--- config.mk ---
export PLATFORM = sky130hd
export DESIGN_NAME = uwire_word_reader
export DESIGN_NICKNAME = d
export VERILOG_FILES = /design/src/rtl/uwr_pkg.sv /design/src/rtl/uwr_phase_timer.sv /design/src/rtl/uwr_tx_shift.sv /design/src/rtl/uwr_rx_shift.sv /design/src/rtl/uwire_word_reader.sv
export SDC_FILE = /design/constraint.sdc
export NUM_CORES = 1
export LEC_CHECK = 0
export ABC_AREA = 1
export BUFFER_PORTS_ARGS = -buffer_cell sky130_fd_sc_hd__buf_4
export CAP_MARGIN = 5
export CORE_ASPECT_RATIO = 0.6
export CORE_UTILIZATION = 40
export DETAILED_ROUTE_END_ITERATION = 6
export SLEW_MARGIN = 30
export SYNTH_ARGS = -nofsm -noshare
export SYNTH_HDL_FRONTEND = slang
export SYNTH_SLANG_ARGS = --single-unit
--- constraint.sdc ---
create_clock -name clk -period 3.35 [get_ports clk]
set_clock_uncertainty 0.2 [all_clocks]
set_input_delay 0.1675 -clock clk [delete_from_list [all_inputs] [get_ports clk]]
set_output_delay 0.1675 -clock clk [all_outputs]
set_load 0.02 [all_outputs]
--- src/rtl/uwr_pkg.sv ---
`timescale 1ns/1ps
package uwr_pkg;
  typedef enum logic [3:0] {
    ST_IDLE, ST_CS_UP, ST_LEAD_HI, ST_LEAD_LO,
    ST_BIT_SET, ST_BIT_HI, ST_BIT_LO,
    ST_DAT_SET, ST_DAT_HI, ST_DAT_LO,
    ST_CS_DN, ST_TAIL_HI, ST_TAIL_LO
  } uwr_state_e;

  localparam int CMD_W = 3;
  localparam logic [CMD_W-1:0] READ_CMD = 3'b110;
endpackage

--- src/rtl/uwr_phase_timer.sv ---
`timescale 1ns/1ps
module uwr_phase_timer #(
  parameter int DIV_W = 8
) (
  input  logic             clk,
  input  logic             rst_n,
  input  logic             load_i,
  input  logic [DIV_W-1:0] div_i,
  input  logic             run_i,
  output logic             end_o
);
  logic [DIV_W-1:0] div_q, div_n;
  logic [DIV_W-1:0] cnt_q, cnt_n;

  assign end_o = run_i && (cnt_q == div_q);

  always_comb begin
    div_n = div_q;
    if (load_i) div_n = div_i;
    if (load_i || !run_i || end_o) cnt_n = '0;
    else                           cnt_n = cnt_q + 1'b1;
  end

  always_ff @(posedge clk or negedge rst_n) begin
    if (!rst_n) begin
      div_q <= '0;
      cnt_q <= '0;
    end else begin
      div_q <= div_n;
      cnt_q <= cnt_n;
    end
  end

  AST_PHASE_END_GAP: assert property (@(posedge clk) disable iff (!rst_n)
    (end_o && div_q != '0) |=> !end_o);
endmodule

--- src/rtl/uwr_tx_shift.sv ---
`timescale 1ns/1ps
module uwr_tx_shift import uwr_pkg::*; #(
  parameter int ADDR_W  = 8,
  parameter int SMALL_W = 6
) (
  input  logic              clk,
  input  logic              rst_n,
  input  logic              load_i,
  input  logic              big_i,
  input  logic [ADDR_W-1:0] addr_i,
  input  logic              shift_i,
  output logic              bit_o,
  output logic              last_o
);
  localparam int TX_W  = CMD_W + ADDR_W;
  localparam int CNT_W = $clog2(TX_W + 1);

  logic [TX_W-1:0]  sr_q, sr_n, load_val;
  logic [CNT_W-1:0] cnt_q, cnt_n;

  generate
    if (ADDR_W > SMALL_W) begin : g_pad
      always_comb load_val = big_i ? {READ_CMD, addr_i}
                                   : {READ_CMD, addr_i[SMALL_W-1:0], {(ADDR_W-SMALL_W){1'b0}}};
    end else begin : g_nopad
      always_comb load_val = {READ_CMD, addr_i};
    end
  endgenerate

  assign bit_o  = sr_q[TX_W-1];
  assign last_o = (cnt_q == CNT_W'(1));

  always_comb begin
    sr_n  = sr_q;
    cnt_n = cnt_q;
    if (load_i) begin
      sr_n  = load_val;
      cnt_n = big_i ? CNT_W'(TX_W) : CNT_W'(CMD_W + SMALL_W);
    end else if (shift_i) begin
      sr_n  = {sr_q[TX_W-2:0], 1'b0};
      cnt_n = cnt_q - 1'b1;
    end
  end

  always_ff @(posedge clk or negedge rst_n) begin
    if (!rst_n) begin
      sr_q  <= '0;
      cnt_q <= '0;
    end else begin
      sr_q  <= sr_n;
      cnt_q <= cnt_n;
    end
  end

  AST_TX_NO_UNDERFLOW: assert property (@(posedge clk) disable iff (!rst_n)
    shift_i |-> cnt_q != '0);
endmodule

--- src/rtl/uwr_rx_shift.sv ---
`timescale 1ns/1ps
module uwr_rx_shift #(
  parameter int DATA_W = 16
) (
  input  logic              clk,
  input  logic              rst_n,
  input  logic              clr_i,
  input  logic              sample_i,
  input  logic              bit_i,
  output logic [DATA_W-1:0] word_o,
  output logic              last_o
);
  localparam int CNT_W = $clog2(DATA_W);

  logic [DATA_W-1:0] word_q, word_n;
  logic [CNT_W-1:0]  cnt_q, cnt_n;

  assign word_o = word_q;
  assign last_o = (cnt_q == CNT_W'(DATA_W - 1));

  always_comb begin
    word_n = word_q;
    cnt_n  = cnt_q;
    if (clr_i) begin
      cnt_n = '0;
    end else if (sample_i) begin
      word_n = {word_q[DATA_W-2:0], bit_i};
      cnt_n  = last_o ? '0 : cnt_q + 1'b1;
    end
  end

  always_ff @(posedge clk or negedge rst_n) begin
    if (!rst_n) begin
      word_q <= '0;
      cnt_q  <= '0;
    end else begin
      word_q <= word_n;
      cnt_q  <= cnt_n;
    end
  end
endmodule

--- src/rtl/uwire_word_reader.sv ---
`timescale 1ns/1ps
module uwire_word_reader import uwr_pkg::*; #(
  parameter int ADDR_W  = 8,
  parameter int SMALL_W = 6,
  parameter int DATA_W  = 16,
  parameter int DIV_W   = 8
) (
  input  logic              clk,
  input  logic              rst_n,
  input  logic              start_i,
  input  logic              big_part_i,
  input  logic [ADDR_W-1:0] addr_i,
  input  logic [DIV_W-1:0]  div_i,
  output logic              done_o,
  output logic [DATA_W-1:0] data_o,
  output logic              ee_cs_o,
  output logic              ee_sk_o,
  output logic              ee_mosi_o,
  input  logic              ee_miso_i
);
  uwr_state_e state_q, state_n;
  logic accept, adv, tx_bit, tx_last, rx_last, tx_shift, rx_sample;
  logic done_q, done_n;

  assign accept    = (state_q == ST_IDLE) && start_i;
  assign tx_shift  = (state_q == ST_BIT_LO) && adv;
  assign rx_sample = (state_q == ST_DAT_LO) && adv;

  uwr_phase_timer #(.DIV_W(DIV_W)) timer_i (
    .clk(clk), .rst_n(rst_n), .load_i(accept), .div_i(div_i),
    .run_i(state_q != ST_IDLE), .end_o(adv));

  uwr_tx_shift #(.ADDR_W(ADDR_W), .SMALL_W(SMALL_W)) tx_i (
    .clk(clk), .rst_n(rst_n), .load_i(accept), .big_i(big_part_i),
    .addr_i(addr_i), .shift_i(tx_shift), .bit_o(tx_bit), .last_o(tx_last));

  uwr_rx_shift #(.DATA_W(DATA_W)) rx_i (
    .clk(clk), .rst_n(rst_n), .clr_i(accept), .sample_i(rx_sample),
    .bit_i(ee_miso_i), .word_o(data_o), .last_o(rx_last));

  always_comb begin
    state_n = state_q;
    case (state_q)
      ST_IDLE:    if (accept) state_n = ST_CS_UP;
      ST_CS_UP:   if (adv) state_n = ST_LEAD_HI;
      ST_LEAD_HI: if (adv) state_n = ST_LEAD_LO;
      ST_LEAD_LO: if (adv) state_n = ST_BIT_SET;
      ST_BIT_SET: if (adv) state_n = ST_BIT_HI;
      ST_BIT_HI:  if (adv) state_n = ST_BIT_LO;
      ST_BIT_LO:  if (adv) state_n = tx_last ? ST_DAT_SET : ST_BIT_SET;
      ST_DAT_SET: if (adv) state_n = ST_DAT_HI;
      ST_DAT_HI:  if (adv) state_n = ST_DAT_LO;
      ST_DAT_LO:  if (adv) state_n = rx_last ? ST_CS_DN : ST_DAT_HI;
      ST_CS_DN:   if (adv) state_n = ST_TAIL_HI;
      ST_TAIL_HI: if (adv) state_n = ST_TAIL_LO;
      ST_TAIL_LO: if (adv) state_n = ST_IDLE;
      default:    state_n = ST_IDLE;
    endcase
    done_n = (state_q == ST_TAIL_LO) && adv;
  end

  always_ff @(posedge clk or negedge rst_n) begin
    if (!rst_n) begin
      state_q <= ST_IDLE;
      done_q  <= 1'b0;
    end else begin
      state_q <= state_n;
      done_q  <= done_n;
    end
  end

  assign done_o = done_q;

  always_comb begin
    ee_cs_o   = 1'b0;
    ee_sk_o   = 1'b0;
    ee_mosi_o = 1'b0;
    case (state_q)
      ST_CS_UP, ST_LEAD_LO, ST_DAT_SET, ST_DAT_LO: ee_cs_o = 1'b1;
      ST_LEAD_HI, ST_DAT_HI: begin ee_cs_o = 1'b1; ee_sk_o = 1'b1; end
      ST_BIT_SET, ST_BIT_LO: begin ee_cs_o = 1'b1; ee_mosi_o = tx_bit; end
      ST_BIT_HI: begin ee_cs_o = 1'b1; ee_sk_o = 1'b1; ee_mosi_o = tx_bit; end
      ST_TAIL_HI: ee_sk_o = 1'b1;
      default: ;
    endcase
  end

  AST_DONE_PULSE: assert property (@(posedge clk) disable iff (!rst_n)
    done_o |=> !done_o);
  AST_DATA_HELD: assert property (@(posedge clk) disable iff (!rst_n)
    (state_q == ST_IDLE) |=> $stable(data_o));
  AST_PIN_SETTLE: assert property (@(posedge clk) disable iff (!rst_n)
    (state_q != ST_IDLE && !adv) |=> $stable({ee_cs_o, ee_sk_o, ee_mosi_o}));
  AST_CS_DROP_SK_LOW: assert property (@(posedge clk) disable iff (!rst_n)
    $fell(ee_cs_o) |-> !ee_sk_o);
endmodule

==> flow_summary.yaml, run 1 <==
placed_design:
  portBuffers: 40
  hpwl_mm: 3.98
  gp_congestion: 0.830
global_route:
  antenna_found_initial: 0
  grtUsageTotal: 0.172
  grt_pass1_wl_mm: 10.3
  grt_pass1_vias: 2192
  grt_max_degree: 57
  gr-total-overflow: 0
synth:
  syn_inst: 363
  synth_edf_count: 0
  syn_area_um2: 2920
  ys_seq_elements: 56
  async_flop_share: 1.00
  avgSynthCellArea_um2: 8.05
  yosys-top-cells-count: "nand2_1, dfrtp_1, inv_1, nand3_1, o21ai_0"
  ys_seq_area_frac: 0.479
  dominantRegCellSynth: "dfrtp_1"
  yosysMostFrequentCell: "nand2_1"
  synth_cell_types: 33
  yosysWarnings: 0
  syn_nets: 388
  synthTopCellsByArea: "dfrtp_1, nand2_1, nand3_1"
  synth_top_area_frac: 0.479
  yosysTopAreaCell: "dfrtp_1"
clocking:
  root_buffer: "clkbuf_16"
  cts.sinks: 56
  htree_levels: 2
  cts_tree: "yes"
  ctsResizeCount: 0
  clk_path_buf_depth: 2
  clk_pin_slew_worst_paths_ps: 70
  numCtsBuffers: 5
  clk_latency_ps: 290
critical_path:
  critPathLaunchType: "register"
  critPathRequiredTime_ps: 3310
  cp.arrival_ps: 2140
  regToRegSetupSlack_ps: 1170
  worstSetupEndpointType: "register"
  timing.rr.end: "rx_i.word_o[2]"
  crit_cells: 10
  path_class: "register to register"
  slowest_stage: "nand3_1"
  path_cells: "inv_1 > nand2_1 > nand2_1 > nand2_1 > nor2_1 > nand2_2 > clkinv_2 > nand3_1 > nand2_1 > o21ai_1"
  worstPathMaxFanout: 20
  cp_common_cell: "nand2_1"
  r2r_cells: 10
  crit_family: "simple AND/OR/NAND/NOR gates"
  r2r_start: "timer_i.cnt_q[1]"
  max_stage_delay_ps: 490
  crit_buf_inv: 2
sta:
  hold_viol_final: 0
  setup_viol: 0
  drv_slew: 0
  timing.final.crit_share: 0.652
  slew_headroom: 0.523
  max_freq_mhz: 458
  holdWs_ps: 109
  fin_crit_ps: 2180
  rsz0062_at_grt: "false"
  tns_ps: 0
  worstMarginPinSlew_ps: 715
cells_and_area:
  drive_gt1_frac: 0.166
  finalCoreUtilization: 0.507
  finalNetCount: 433
  syn_to_final_growth_pct: 19.3
  diodes: 0
floorplanning:
  fp.dieH_um: 68.2
  rows: 23
  die_area_um2: 7660
  fp.dieW_um: 112
  core_um2: 6880
  ios: 41
  start_util: 0.425
power:
  power-per-cell-area_nw_per_um2: 691
  ir_worst_vdd_v: 0.000281
  leakage_nw: 1.77
worst_hold_path:
  hold_start: "addr_i[1]"
  min_path_cells: 5
  holdCritPathClass: "input port to register"
  whs_endpoint: "tx_i.sr_q[1]"
drt:
  wl_per_cell_um: 11.7
  routed_wl_mm: 5.82
  drt_first_pass_iters: 5
  ant_nets: 0
  vias_per_cell: 4.80
  route.detailed.drc: 0
  drtIter0Drc: 151
  dr_total_vias: 2383
job:
  max_cap_violations: 0
status:
  status: "finished, final reports clean"
-- state kept, by name (all words and copies together) (netlist names) --
signal         cells
tx_i.sr_q         11
timer_i.div_q      8
rx_i.word_o       16
timer_i.cnt_q      8
state_q            4
done_o             1
rx_i.cnt_q         4
tx_i.cnt_q         4
-- worst min-delay path, delay by kind of cell --
| kind | cells | cell delay (ps) |
|---|---|---|
| AO/OA/AOI/OAI | 1 | 90 |
| buffers and inverters | 2 | 170 |
| AND/OR/NAND/NOR | 2 | 140 |
-- repair_timing --
action | in CTS | in global routing
setup buffers | 0 | 0
hold buffers | 12 | 0
endpoints found under the hold margin | 66 | 0
-- cell usage in the layout, fill, tap and decap left out, drive strengths merged, types with 4 or more instances in the layout --
cell type / count
nor2: 22
nand3: 32
buf: 40
inv: 35
nand4: 5
xnor2: 6
clkbuf: 5
dfrtp: 56
ha: 4
dlygate4sd3: 12
o21ai: 35
nand2: 133
-- cell families (layout without fill, tap and decap cells) --
| kind of cell | Yosys count | count (layout) | share of synthesized area |
|---|---|---|---|
| flops | 56 | 56 | 0.479 |
| fa+ha+maj | 4 | 4 | 0.0171 |
| simple gates | 204 | 204 | 0.321 |
| buf+inv | 50 | 96 | 0.0856 |
| compound gates | 40 | 40 | 0.0702 |
| xor+xnor | 9 | 9 | 0.0270 |
-- through the flow --
stage,instance area (µm²),setup WS [ps],instances,total power [mW]
after global placement,3220,1210,476,1.89
final,3490,1170,496,2.41
after global routing,3490,883,496,2.63
after floorplan,2920,1780,363,1.71
after detailed placement,3220,1150,476,1.89
after CTS,3490,1130,496,2.43
-- where the power goes --
part / switching, mW / internal [mW]
Sequential: 0.145 / 0.834
Combinational: 0.563 / 0.343
Clock: 0.246 / 0.279
Total: 0.954 / 1.46
-- routing by layer --
layer / global-route usage / vias to the layer above / part of all wire
met2: 0.257 / 49 / 0.41
met5: 0 / - / 0
li1: - / 1240 / -
met4: 0.0400 / 0 / 0.0050
met1: 0.252 / 1092 / 0.54
met3: 0.0425 / 2 / 0.046
-- area by class of cell --
type	count	area, µm²
clock buffers	5	125
well taps	87	109
inverters	36	136
fillers	652	3390
repair buffers	52	420
multi-input cells	257	1270
clock inverters	3	23.8
flip-flops and latches	56	1400
-- how the worst max path moves through the flow --
| stage | to | start | slack [ps] |
|---|---|---|---|
| 2_1_floorplan | rx_i.cnt_q[2] | state_q[3] | 1780 |
| 3_3_place_gp | rx_i.cnt_q[3] | timer_i.cnt_q[1] | 1210 |
| 3_5_place_dp | rx_i.word_o[2] | timer_i.cnt_q[1] | 1150 |
| 4_1_cts | rx_i.word_o[2] | timer_i.cnt_q[1] | 1130 |
| 5_1_grt | rx_i.word_o[13] | timer_i.cnt_q[5] | 880 |
| 6_report | rx_i.word_o[2] | timer_i.cnt_q[1] | 1170 |
No activity file was read; power rests on OpenSTA's default activity.
==> run 2: changes to the inputs <==
==> constraint.sdc (replaced) <==
create_clock -name clk -period 2 [get_ports clk]
set_clock_uncertainty 0.2 [all_clocks]
set_input_delay 0.1 -clock clk [delete_from_list [all_inputs] [get_ports clk]]
set_output_delay 0.1 -clock clk [all_outputs]
set_load 0.02 [all_outputs]
==> run 2 against run 1 <==
Effect of this change:
- clock-buffer cell count unchanged
- sequential power increased by 69%
- routed wire length increased by 3.5%
- die area unchanged
- utilization increased by 1.5 points
- flip-flop and latch count unchanged
- worst hold slack got worse by 73 ps
- highest routed layer unchanged
==> flow_summary.yaml, run 2 (synthesized netlist as in run 1, its figures left out) <==
status:
  status: "finished, final reports clean"
global_route:
  grt_pass1_vias: 2218
  grt_pass1_wl_mm: 10.3
  gr-total-overflow: 0
  antenna_found_initial: 0
  grt_max_degree: 57
  grtUsageTotal: 0.179
critical_path:
  worstSetupEndpointType: "register"
  regToRegSetupSlack_ps: 180
  critPathRequiredTime_ps: 2040
  critPathLaunchType: "register"
  path_class: "register to register"
  cp.arrival_ps: 1860
  worstPathMaxFanout: 18
cells_and_area:
  fillerInstances: 673
  most-common-layout-cells: "nand2_1, dfrtp_1, buf_4"
  largest_register_ffs: 16
  finalNetCount: 440
  diodes: 0
  syn_to_final_growth_pct: 22.7
  layout_commonest_cell: "nand2_1"
  drive_gt1_frac: 0.178
clocking:
  numCtsBuffers: 5
  clk_pin_slew_worst_paths_ps: 70
  clk_latency_ps: 300
  htree_levels: 2
  cts_tree: "yes"
  root_buffer: "clkbuf_16"
  clk_path_buf_depth: 2
  cts.sinks: 56
power:
  power-per-cell-area_nw_per_um2: 1190
  leakage_nw: 1.84
  ir_worst_vdd_v: 0.000476
sta:
  timing.final.crit_share: 0.911
  tns_ps: 0
  setup_viol: 0
  worstMarginPinSlew_ps: 701
  slew_headroom: 0.533
  drv_slew: 0
  hold_viol_final: 0
  fin_crit_ps: 1820
  rsz0062_at_grt: "false"
  max_freq_mhz: 549
  setup_ws_ps: 178
floorplanning:
  fp.dieH_um: 68.2
  core_um2: 6880
  fp.dieW_um: 112
  die_area_um2: 7660
  rows: 23
  start_util: 0.425
  ios: 41
job:
  max_cap_violations: 0
drt:
  dr_total_vias: 2453
  drtIter0Drc: 133
  ant_nets: 0
  routed_wl_mm: 6.02
  route.detailed.drc: 0
  wl_per_cell_um: 12.0
  vias_per_cell: 4.88
  drt_first_pass_iters: 4
worst_hold_path:
  holdCritPathClass: "input port to register"
placed_design:
  portBuffers: 40
  gp_congestion: 0.842
  hpwl_mm: 4.21
  pre_cts_ws_ps: 158
-- run 2: cell types whose count changed in the layout (fill, tap and decap cells not counted) --
cell           change
clkinvlp_4         -2
bufinv_16          +1
buf_12             +1
clkinv_4           +1
nand2_8            +1
dlygate4sd3_1      +1
buf_4              +5
nand2_4            -1
-- run 2: cell type report --
class	count	area (µm²)	share of cell area
Inverter	36	136	0.0380
Sequential cell	56	1400	0.391
Multi-Input combinational cell	257	1280	0.357
Clock inverter	3	47.5	0.0133
Timing Repair Buffer	59	488	0.136
Clock buffer	5	125	0.0349
Tap cell	87	109	0.0303
-- run 2: power by group --
part | internal (mW) | total [mW] | switching, mW
Clock | 0.596 | 1.02 | 0.421
Sequential | 1.40 | 1.65 | 0.255
Combinational | 0.625 | 1.60 | 0.975
-- run 2: routing by layer --
| metal | GRT usage | share of wire | vias to the layer above | wire length [µm] |
|---|---|---|---|---|
| met3 | 0.0416 | 0.054 | 7 | 327 |
| met2 | 0.283 | 0.41 | 64 | 2440 |
| met1 | 0.242 | 0.53 | 1128 | 3170 |
| met4 | 0.0683 | 0.013 | 0 | 78 |
| met5 | 0 | 0 | - | 0 |
| li1 | - | - | 1254 | - |
-- run 2: worst paths after layout --
kind | to | depth (start not counted) | start
max in group asynchronous | timer_i.div_q[6] | 2 | rst_n
setup / recovery | tx_i.sr_q[1] | 8 | state_q[3]
hold / removal | tx_i.sr_q[3] | 7 | addr_i[3]
setup reg to reg | tx_i.sr_q[1] | 8 | state_q[3]
hold reg to reg | tx_i.sr_q[8] | 2 | tx_i.sr_q[7]
min in group asynchronous | rx_i.word_o[7] | 2 | rst_n
-- run 2: stage by stage --
stage	hold WS (ps)	std cells	total power, mW	util	cell area (µm²)
after floorplan	-396	363	2.87	-	2920
after detailed placement	3.90	482	3.24	0.476	3280
final	36.5	503	4.27	0.522	3590
after global routing	79.3	503	4.60	0.522	3590
after CTS	21.1	503	4.29	0.520	3580
after global placement	10.0	482	3.23	0.476	3280
-- run 2: what timing repair did --
action                                  4_1_cts  5_1_grt
hold endpoints to repair                     67        0
endpoints found under the setup margin        0        3
buffers inserted                              0        0
hold buffers                                 13        0
gates resized for setup                       0        1
-- run 2: critical path: stages (launching register included) --
cell and delay, ps:
dfrtp_1 520, nor2_8 190, nand2_4 120, nor2_8 100, buf_4 230, nand2_1 120
o21ai_0 160, nand2_1 70, nand2_1 50
==> run 3: changes to the inputs <==
--- a/config.mk
+++ b/config.mk
@@ -8,9 +8,10 @@
 export ABC_AREA = 1
 export BUFFER_PORTS_ARGS = -buffer_cell sky130_fd_sc_hd__buf_4
 export CAP_MARGIN = 5
-export CORE_ASPECT_RATIO = 0.6
+export CORE_ASPECT_RATIO = 1.4
 export CORE_UTILIZATION = 40
 export DETAILED_ROUTE_END_ITERATION = 6
+export PLACE_DENSITY = 0.71
 export SLEW_MARGIN = 30
 export SYNTH_ARGS = -nofsm -noshare
 export SYNTH_HDL_FRONTEND = slang
==> run 3 against run 2 <==
Effect of this change:
- non-clock buffer count is 2 lower
- sequential share of layout area is 0.99 points higher
- sequential power hardly changed
- global-route usage is 1.9 points lower
- die area hardly changed
- setup slack worse by 95 ps
- clock power is 40% lower
- via count is 1.2% lower
- combinational power is 3% lower
- critical path depth is 2 lower
==> flow_summary.yaml, run 3 (synthesized netlist as in run 1, its figures left out) <==
status:
  status: "finished, final reports clean"
power:
  p_int_mw: 2.26
  p_comb_frac: 0.407
  clockPowerShare: 0.160
  ir_worst_vdd_v: 0.000735
  power-per-cell-area_nw_per_um2: 1090
  swShare: 0.407
  p_sw_mw: 1.55
  leakage_nw: 1.78
  power_frac_seq: 0.433
  total_power_mw: 3.81
global_route:
  grtUsageTotal: 0.160
  grt_pass1_vias: 2299
  grt_max_degree: 57
  grt_pass1_wl_mm: 9.59
  gr-total-overflow: 0
  antenna_found_initial: 0
placed_design:
  place_inst: 488
  pre_cts_ws_ps: 198
  portBuffers: 40
  gp_congestion: 0.782
  hpwl_mm: 3.97
  placed_area_um2: 3280
sta:
  setup_viol: 0
  fin_crit_ps: 1920
  setup_ws_ps: 82.6
  timing.final.crit_share: 0.959
  hold_viol_final: 0
  drv_slew: 0
  rsz0062_at_grt: "false"
  max_freq_mhz: 522
  holdWs_ps: 14.5
  tns_ps: 0
  slew_headroom: 0.535
  worstMarginPinSlew_ps: 697
drt:
  routed_wl_mm: 5.59
  drtIter0Drc: 156
  route.detailed.drc: 0
  dr_total_vias: 2423
  ant_nets: 0
  vias_per_cell: 4.76
  drt_first_pass_iters: 4
  wl_per_cell_um: 11.0
cells_and_area:
  drive_gt1_frac: 0.176
  syn_to_final_growth_pct: 19.9
  layout_commonest_cell: "nand2_1"
  fin_cells: 509
  diodes: 0
  postLayoutCellArea_um2: 3500
  finalNetCount: 438
  most-common-layout-cells: "nand2_1, dfrtp_1, buf_4"
  finalCoreUtilization: 0.499
  fillerInstances: 723
  largest_register_ffs: 16
floorplanning:
  start_util: 0.416
  rows: 36
  core_um2: 7030
  fp.dieW_um: 74.2
  ios: 41
  die_area_um2: 7660
  fp.dieH_um: 103
clocking:
  clk_latency_ps: 300
  htree_levels: 2
  cts.sinks: 56
  clk_pin_slew_worst_paths_ps: 90
  numCtsBuffers: 5
  root_buffer: "clkbuf_8"
  cts_tree: "yes"
  cts_setup_buffers: 0
  clk_path_buf_depth: 2
critical_path:
  worstPathMaxFanout: 9
  critPathLaunchType: "register"
  crit_family: "simple AND/OR/NAND/NOR gates"
  slowest_stage: "dlygate4sd3_1"
  path_class: "register to register"
  critPathRequiredTime_ps: 2050
  cp.arrival_ps: 1960
  worstSetupEndpointType: "register"
  crit_buf_inv: 1
  path_cells: "nor2_4 > nand2_4 > nor2_8 > nand3_1 > dlygate4sd3_1 > nand2_1"
  max_stage_delay_ps: 560
worst_hold_path:
  holdCritPathClass: "input port to register"
job:
  max_cap_violations: 0
run 3: cell count changes in the layout (fill, tap and decap cells not counted), sizes merged:
cell | previous run | this run
clkinvlp | 0 | 1
bufinv | 1 | 0
buf | 46 | 44
clkbuf | 5 | 6
clkinv | 3 | 2
run 3: cell type report:
type                       instances  area (µm²)  area share
sequential                        56        1400       0.401
tap                               95         119      0.0339
multi-input combinational        257        1270       0.363
timing repair buffer              57         485       0.139
clock buffer                       6        72.6      0.0207
clock inverter                     2        16.3     0.00464
inverter                          36         136      0.0389
run 3: tightest hold or removal path: stages:
cell and delay, ps:
buf_4 80, nand2_1 40, o21ai_0 60, nand2_1 50, nand2_1 50, nand2_1 50, nand2_1 50
run 3: path summary, 6_finish.rpt:
check | startpoint | endpoint | slack [ps] | cells after the start
min in group asynchronous | rst_n | done_o | 190 | 2
max | state_q[1] | tx_i.sr_q[0] | 80 | 6
min reg2reg | rx_i.word_o[15] | rx_i.word_o[15] | 300 | 2
min | addr_i[3] | tx_i.sr_q[3] | 10 | 7
max in group asynchronous | rst_n | state_q[3] | 920 | 2
max reg2reg | state_q[1] | tx_i.sr_q[0] | 80 | 6
run 3: timing repair:
action                                 4_1_cts  5_1_grt
gates resized for setup                      0        2
hold buffers                                13        0
endpoints found under the hold margin       67        0
setup endpoints to repair                    0        1
run 3: metal layers:
metal | global-route usage | up-vias | wire length (µm)
li1 | - | 1247 | -
met1 | 0.185 | 1111 | 2490
met2 | 0.294 | 57 | 2840
met3 | 0.0215 | 8 | 159
met4 | 0.0610 | 0 | 93
met5 | 0 | - | 0
run 3: power by group through the flow:
stage	Sequential, mW	Combinational [mW]	Clock, mW
global route	1.68	1.76	0.684
detailed placement	1.67	1.54	0
floorplan	1.58	1.29	0
CTS	1.64	1.56	0.633
finish	1.65	1.55	0.609
global placement	1.66	1.51	0
